**src/rtl/tlbx_pkg.sv**
```systemverilog
package tlbx_pkg;
   typedef enum logic [2:0] {
      OP_IDLE      = 3'd0,
      OP_LOAD      = 3'd1,
      OP_WIPE      = 3'd2,
      OP_WIPE_PRIV = 3'd3,
      OP_WIPE_PAGE = 3'd4
   } op_e;
endpackage

```
**src/rtl/tlbx_rr.sv**
```systemverilog
module tlbx_rr #(
   parameter int N     = 8,
   parameter int IDX_W = 3
) (
   input  logic             clk,
   input  logic             rst_n,
   input  logic             adv,
   input  logic             zero,
   output logic [IDX_W-1:0] ptr
);
   localparam logic [IDX_W-1:0] LAST = IDX_W'(N - 1);

   always_ff @(posedge clk) begin
      if (!rst_n || zero) ptr <= '0;
      else if (adv)       ptr <= (ptr == LAST) ? '0 : ptr + 1'b1;
   end

   AST_RR_RANGE: assert property (@(posedge clk) disable iff (!rst_n)
      ptr <= LAST);
   AST_RR_WRAP: assert property (@(posedge clk) disable iff (!rst_n)
      (adv && !zero && ptr == LAST) |=> ptr == '0);
   AST_RR_ZERO: assert property (@(posedge clk) disable iff (!rst_n)
      zero |=> ptr == '0);
endmodule

```
**src/rtl/tlbx_first.sv**
```systemverilog
module tlbx_first #(
   parameter int N     = 8,
   parameter int IDX_W = 3
) (
   input  logic             clk,
   input  logic             rst_n,
   input  logic [N-1:0]     req,
   output logic             any,
   output logic [IDX_W-1:0] idx
);
   always_comb begin
      idx = '0;
      for (int i = N - 1; i >= 0; i--) begin
         if (req[i]) idx = IDX_W'(i);
      end
   end
   assign any = |req;

   logic [N-1:0] below;
   assign below = (N'(1) << idx) - N'(1);

   AST_FIRST_PICK: assert property (@(posedge clk) disable iff (!rst_n)
      any |-> (req[idx] && ((req & below) == '0)));
endmodule

```
**src/rtl/tlbx_slot.sv**
```systemverilog
module tlbx_slot #(
   parameter int VPN_W = 19,
   parameter int PPN_W = 28,
   parameter int ASN_W = 8,
   parameter int MODES = 4
) (
   input  logic             clk,
   input  logic             rst_n,
   input  logic             load,
   input  logic             wipe_all,
   input  logic             wipe_priv,
   input  logic             wipe_page,
   input  logic [VPN_W-1:0] cmd_vpn,
   input  logic [ASN_W-1:0] cmd_asn,
   input  logic [PPN_W-1:0] new_ppn,
   input  logic             new_glob,
   input  logic [MODES-1:0] new_rd,
   input  logic [MODES-1:0] new_wr,
   input  logic             new_rtrap,
   input  logic             new_wtrap,
   input  logic [VPN_W-1:0] lk_vpn,
   input  logic [ASN_W-1:0] lk_asn,
   output logic             match,
   output logic             valid,
   output logic [PPN_W-1:0] ppn,
   output logic [MODES-1:0] rd,
   output logic [MODES-1:0] wr,
   output logic             rtrap,
   output logic             wtrap
);
   logic [VPN_W-1:0] tag;
   logic [ASN_W-1:0] asn;
   logic             glob;
   logic             page_hit;

   assign match    = valid && (tag == lk_vpn)  && (glob || asn == lk_asn);
   assign page_hit = valid && (tag == cmd_vpn) && (glob || asn == cmd_asn);

   always_ff @(posedge clk) begin
      if (!rst_n || wipe_all)            valid <= 1'b0;
      else if (load)                     valid <= 1'b1;
      else if (wipe_priv && !glob)       valid <= 1'b0;
      else if (wipe_page && page_hit)    valid <= 1'b0;
   end

   always_ff @(posedge clk) begin
      if (!rst_n || wipe_all) begin
         tag <= '0; asn <= '0; glob <= 1'b0; ppn <= '0;
         rd <= '0; wr <= '0; rtrap <= 1'b0; wtrap <= 1'b0;
      end else if (load) begin
         tag <= cmd_vpn; asn <= cmd_asn; glob <= new_glob; ppn <= new_ppn;
         rd <= new_rd; wr <= new_wr; rtrap <= new_rtrap; wtrap <= new_wtrap;
      end
   end

   AST_SLOT_LOAD: assert property (@(posedge clk) disable iff (!rst_n)
      (load && !wipe_all) |=> valid);
   AST_SLOT_KEEP_GLOBAL: assert property (@(posedge clk) disable iff (!rst_n)
      (wipe_priv && !load && !wipe_all && valid && glob) |=> valid);
   AST_SLOT_PAGE_DROP: assert property (@(posedge clk) disable iff (!rst_n)
      (wipe_page && !load && page_hit) |=> !valid);
endmodule

```
**src/rtl/asn_xlate_buf.sv**
```systemverilog
module asn_xlate_buf #(
   parameter int ENTRIES = 8,
   parameter int VA_W    = 32,
   parameter int PG_OFF  = 13,
   parameter int PPN_W   = 28,
   parameter int ASN_W   = 8,
   parameter int MODES   = 4
) (
   input  logic              clk,
   input  logic              rst_n,
   input  logic [2:0]        cmd_op,
   input  logic [VA_W-1:0]   cmd_va,
   input  logic [ASN_W-1:0]  cmd_asn,
   input  logic [PPN_W-1:0]  cmd_ppn,
   input  logic              cmd_global,
   input  logic [MODES-1:0]  cmd_rd_en,
   input  logic [MODES-1:0]  cmd_wr_en,
   input  logic              cmd_rd_trap,
   input  logic              cmd_wr_trap,
   input  logic [VA_W-1:0]   lk_va,
   input  logic [ASN_W-1:0]  lk_asn,
   output logic              lk_hit,
   output logic [PPN_W-1:0]  lk_ppn,
   output logic [MODES-1:0]  lk_rd_en,
   output logic [MODES-1:0]  lk_wr_en,
   output logic              lk_rd_trap,
   output logic              lk_wr_trap
);
   import tlbx_pkg::*;

   localparam int VPN_W = VA_W - PG_OFF;
   localparam int IDX_W = (ENTRIES > 1) ? $clog2(ENTRIES) : 1;

   initial begin
      assert (ENTRIES >= 2) else $error("ENTRIES must be at least 2");
      assert (PG_OFF >= 1 && PG_OFF < VA_W) else $error("PG_OFF out of range");
      assert (MODES >= 1) else $error("MODES must be at least 1");
   end

   op_e op;
   assign op = op_e'(cmd_op);

   logic do_load, do_wipe, do_priv, do_page;
   assign do_load = (op == OP_LOAD);
   assign do_wipe = (op == OP_WIPE);
   assign do_priv = (op == OP_WIPE_PRIV);
   assign do_page = (op == OP_WIPE_PAGE);

   logic [VPN_W-1:0] cmd_vpn, lk_vpn;
   assign cmd_vpn = cmd_va[VA_W-1:PG_OFF];
   assign lk_vpn  = lk_va[VA_W-1:PG_OFF];

   logic [IDX_W-1:0] ptr;
   tlbx_rr #(.N(ENTRIES), .IDX_W(IDX_W)) u_rr (
      .clk(clk), .rst_n(rst_n), .adv(do_load), .zero(do_wipe), .ptr(ptr));

   logic [ENTRIES-1:0] match_v, valid_v;
   logic [PPN_W-1:0]   ppn_a   [ENTRIES];
   logic [MODES-1:0]   rd_a    [ENTRIES];
   logic [MODES-1:0]   wr_a    [ENTRIES];
   logic [ENTRIES-1:0] rtrap_v, wtrap_v;

   for (genvar g = 0; g < ENTRIES; g++) begin : g_slot
      tlbx_slot #(.VPN_W(VPN_W), .PPN_W(PPN_W), .ASN_W(ASN_W), .MODES(MODES)) u_slot (
         .clk(clk), .rst_n(rst_n),
         .load(do_load && ptr == IDX_W'(g)),
         .wipe_all(do_wipe), .wipe_priv(do_priv), .wipe_page(do_page),
         .cmd_vpn(cmd_vpn), .cmd_asn(cmd_asn),
         .new_ppn(cmd_ppn), .new_glob(cmd_global),
         .new_rd(cmd_rd_en), .new_wr(cmd_wr_en),
         .new_rtrap(cmd_rd_trap), .new_wtrap(cmd_wr_trap),
         .lk_vpn(lk_vpn), .lk_asn(lk_asn),
         .match(match_v[g]), .valid(valid_v[g]),
         .ppn(ppn_a[g]), .rd(rd_a[g]), .wr(wr_a[g]),
         .rtrap(rtrap_v[g]), .wtrap(wtrap_v[g]));
   end

   logic             any;
   logic [IDX_W-1:0] sel;
   tlbx_first #(.N(ENTRIES), .IDX_W(IDX_W)) u_first (
      .clk(clk), .rst_n(rst_n), .req(match_v), .any(any), .idx(sel));

   always_comb begin
      lk_hit     = any;
      lk_ppn     = '0;
      lk_rd_en   = '0;
      lk_wr_en   = '0;
      lk_rd_trap = 1'b0;
      lk_wr_trap = 1'b0;
      if (any) begin
         lk_ppn     = ppn_a[sel];
         lk_rd_en   = rd_a[sel];
         lk_wr_en   = wr_a[sel];
         lk_rd_trap = rtrap_v[sel];
         lk_wr_trap = wtrap_v[sel];
      end
   end

   AST_WIPE_EMPTY: assert property (@(posedge clk) disable iff (!rst_n)
      do_wipe |=> (valid_v == '0));
   AST_HIT_NEEDS_VALID: assert property (@(posedge clk) disable iff (!rst_n)
      lk_hit |-> (valid_v != '0));
   AST_MISS_ZERO: assert property (@(posedge clk) disable iff (!rst_n)
      !lk_hit |-> (lk_ppn == '0 && lk_rd_en == '0 && lk_wr_en == '0
                   && !lk_rd_trap && !lk_wr_trap));
   AST_IDLE_STABLE: assert property (@(posedge clk) disable iff (!rst_n)
      (op != OP_LOAD && op != OP_WIPE && op != OP_WIPE_PRIV && op != OP_WIPE_PAGE)
      |=> $stable(valid_v));
endmodule

```
**config.mk**
```make
export PLATFORM = sky130hd
export DESIGN_NAME = asn_xlate_buf
export DESIGN_NICKNAME = d
export VERILOG_FILES = /design/src/rtl/tlbx_pkg.sv /design/src/rtl/tlbx_rr.sv /design/src/rtl/tlbx_first.sv /design/src/rtl/tlbx_slot.sv /design/src/rtl/asn_xlate_buf.sv
export SDC_FILE = /design/constraint.sdc
export NUM_CORES = 2
export LEC_CHECK = 0
export BUFFER_PORTS_ARGS = -buffer_cell sky130_fd_sc_hd__buf_4
export CORE_MARGIN = 10
export CORE_UTILIZATION = 65
export CTS_CLUSTER_SIZE = 30
export DETAILED_ROUTE_END_ITERATION = 7
export HOLD_SLACK_MARGIN = 0.08
export PLACE_DENSITY_LB_ADDON = 0.08
export SYNTH_ARGS = -nofsm -noshare
export SYNTH_HDL_FRONTEND = slang
export SYNTH_SLANG_ARGS = --single-unit
```
**constraint.sdc**
```tcl
create_clock -name clk -period 4.4 [get_ports clk]
set_input_delay 0.44 -clock clk [delete_from_list [all_inputs] [get_ports clk]]
set_output_delay 0.44 -clock clk [all_outputs]
set_load 0.03 [all_outputs]
```
==> impl_metrics.tcl <==
set metrics [dict create \
    clkTransAtPathRegs_ps 60 \
    fin_nets 3504 \
    io_pins 163 \
    drv_slew 0 \
    root_buffer "clkbuf_16" \
    synth_cell_types 36 \
    critical_path_peak_fanout 152 \
    gp_congestion 0.956 \
    drive_above_1_share_pct 11.0 \
    min_period_ps 4270 \
    drt-wirelength-per-cell_um 21.3 \
    antenna_found_initial 5 \
    drt_iter0_markers 2550 \
    synth_area_per_cell_sq_um 7.79 \
    grt_max_degree 244 \
    run_status "complete, no violations" \
    pre_cts_ws_ps 391 \
    leakage_nw 10.1 \
    clock_latency_ps 630 \
    powerDensity_nw_per_um2 351 \
    grt_overflow 0 \
    maxCapViolCount 0 \
    dr.pass1.iters 6 \
    worstSetupEndpointType "primary output" \
    routed_wl_um 84200 \
    grt_pass1_vias 24000 \
    arrival_ps 3830 \
    criticalPathCategory "reg -> out" \
    synth_common_cells "1,063 x nand2_1, 628 x a21oi_1, 539 x dfxtp_1" \
    worstSetupStartpointType "register" \
    synth_top_area_share_pct 39.9 \
    synthTopCellsByArea "dfxtp_1 40%, nand2_1 15%, a21oi_1 12%" \
    dp_hpwl_um 50000 \
    vias 24400 \
    ys.flop_type "dfxtp_1" \
    yosysTopAreaCell "dfxtp_1" \
    clock_sinks 539 \
    grt_usage_pct 32.1 \
    finalHoldViolCount 0 \
    die_y_um 224 \
    via_per_inst 6.18 \
    synth_edf_count 0 \
    synth-seq-cells 539 \
    synth_area_sq_um 27100 \
    finalSetupViolCount 0 \
    setup_tns_ps 0 \
    area_growth_pct 9.69 \
    start_util_pct 66.0 \
    cts_buffer_depth 3 \
    synth_nets 3604 \
    reg2reg_depth 6 \
    worstMarginPinSlew_ps 1170 \
    rsz0062_at_grt "no" \
    required_ps 3960 \
    cts_buffers 55 \
    hold_class "in -> reg" \
    std_cell_rows 74 \
    slew_headroom_pct 21.9 \
    max_freq_ghz 0.234 \
    antenna_left 0 \
    ys_seq_area_share_pct 39.9 \
    ys_warn_count 0 \
    post_cts_buffers 0 \
    synthCells 3474 \
    period_share_pct 97.0 \
    drcViolationCount 0 \
    synth_most_common_cell "nand2_1" \
    ir_drop_v 0.000289 \
    grt_pass1_wl_um 130000 \
    cts_tree "built" \
    finalClockSkew_ps 20.8 \
    hold-path-cell-count 3 \
    fp.dieW_um 224 \
    fin_ws_ps 134 \
    synthArstFlopShare_pct 0 \
    core_sq_um 41000 \
    cts_max_level 2 \
    io_buffers 136 \
    die_area_sq_um 50200 \
]
routing by layer:
layer  vias to the layer above  share of wire, %  global-route usage (%)
met4                         0               6.2                    20.6
met2                      1245                47                    53.6
met3                       317               8.7                    5.10
li1                      11300                 -                       -
met1                     11600                38                    38.0
met5                         -                 0                       0
where the power goes:
part	switching, mW	internal, mW
Combinational	0.472	0.215
Clock	2.00	2.79
Sequential	0.0227	4.90
Total	2.49	7.91
layout make-up:
| cell class | count | area [sq um] |
|---|---|---|
| Tap cell | 532 | 666 |
| Timing Repair Buffer | 191 | 1660 |
| Inverter | 5 | 20.0 |
| Fill cell | 3247 | 11300 |
| Antenna cell | 5 | 12.5 |
| Clock inverter | 15 | 220 |
| Clock buffer | 84 | 1640 |
| Sequential cell | 539 | 10800 |
| Multi-Input combinational cell | 2582 | 14700 |
repair_timing:
action / CTS / global route
hold buffers: 9 / 0
setup endpoints to repair: 0 / 15
resized for setup: 0 / 3
endpoints found under the hold margin: 24 / 0
worst paths after layout:
check | from | to | slack, ps
worst max register to register | u_rr.ptr[2] | g_slot[2].u_slot.ppn[5] | 1720
worst max-delay path | g_slot[2].u_slot.tag[2] | lk_ppn[18] | 130
worst min-delay path | cmd_rd_en[3] | g_slot[4].u_slot.rd[3] | 100
worst min register to register | g_slot[2].u_slot.ppn[20] | g_slot[2].u_slot.ppn[20] | 450
cell families (layout without fill, tap and decap cells):
family,after synthesis,count (layout),share of synthesized area (%)
simple gates,1387,1387,21.9
compound gates,719,719,16.3
flops,539,539,39.9
xor+xnor,432,432,14.0
buf+inv,353,295,6.30
mux,38,38,1.41
fa+ha+maj,6,6,0.277
other cells,0,5,0
layout by cell type (no fill, tap or decap), types with 3 or more instances in the layout:
cell              n
a21oi_1         628
a21oi_2           4
a221oi_2         76
and3_2            6
buf_12           15
buf_4           166
bufinv_16         4
clkbuf_1         14
clkbuf_16        56
clkbuf_8         15
clkinv_2          7
dfxtp_1         539
diode_2           5
dlygate4sd3_1     9
ha_1              6
inv_1             4
mux2i_1          38
nand2_1        1058
nand2_2           5
nand2b_1         72
nand2b_4          4
nand3_1          84
nand3_4           3
nand4_1          48
nor2_1            9
nor3_1            7
nor4_1           75
o211ai_1          6
or4_1             3
xnor2_1         160
xor2_1          272
per-stage QoR:
step | power, mW | hold WS [ps] | instance area (sq um) | instances | utilization, %
floorplan | 5.50 | 437 | 27100 | 3474 | -
global placement | 5.68 | 442 | 27700 | 3839 | 67.5
detailed placement | 5.69 | 447 | 27700 | 3839 | 67.5
CTS | 10.4 | 80.7 | 29600 | 3947 | 72.2
global route | 10.6 | 101 | 29700 | 3953 | 72.4
finish | 10.4 | 104 | 29700 | 3953 | 72.4
critical path: stages (launching register included):
cell and delay (ps):
dfxtp_1 340, xor2_1 170, nor4_1 310, nand3_1 110, or4_1 600, and2_4 230
buf_12 240, nand2b_1 260, a21oi_1 160, a221oi_2 60, mux2i_1 370, buf_4 250
flip-flops by register name, summed over array words and instances, names as in the netlist:
name	cells
g_slot.u_slot.rtrap	8
g_slot.u_slot.wtrap	8
g_slot.u_slot.tag	152
g_slot.u_slot.valid	8
g_slot.u_slot.wr	32
g_slot.u_slot.asn	64
g_slot.u_slot.glob	8
u_rr.ptr	3
g_slot.u_slot.ppn	224
g_slot.u_slot.rd	32
Note: power is estimated with default switching activity, not from simulation.
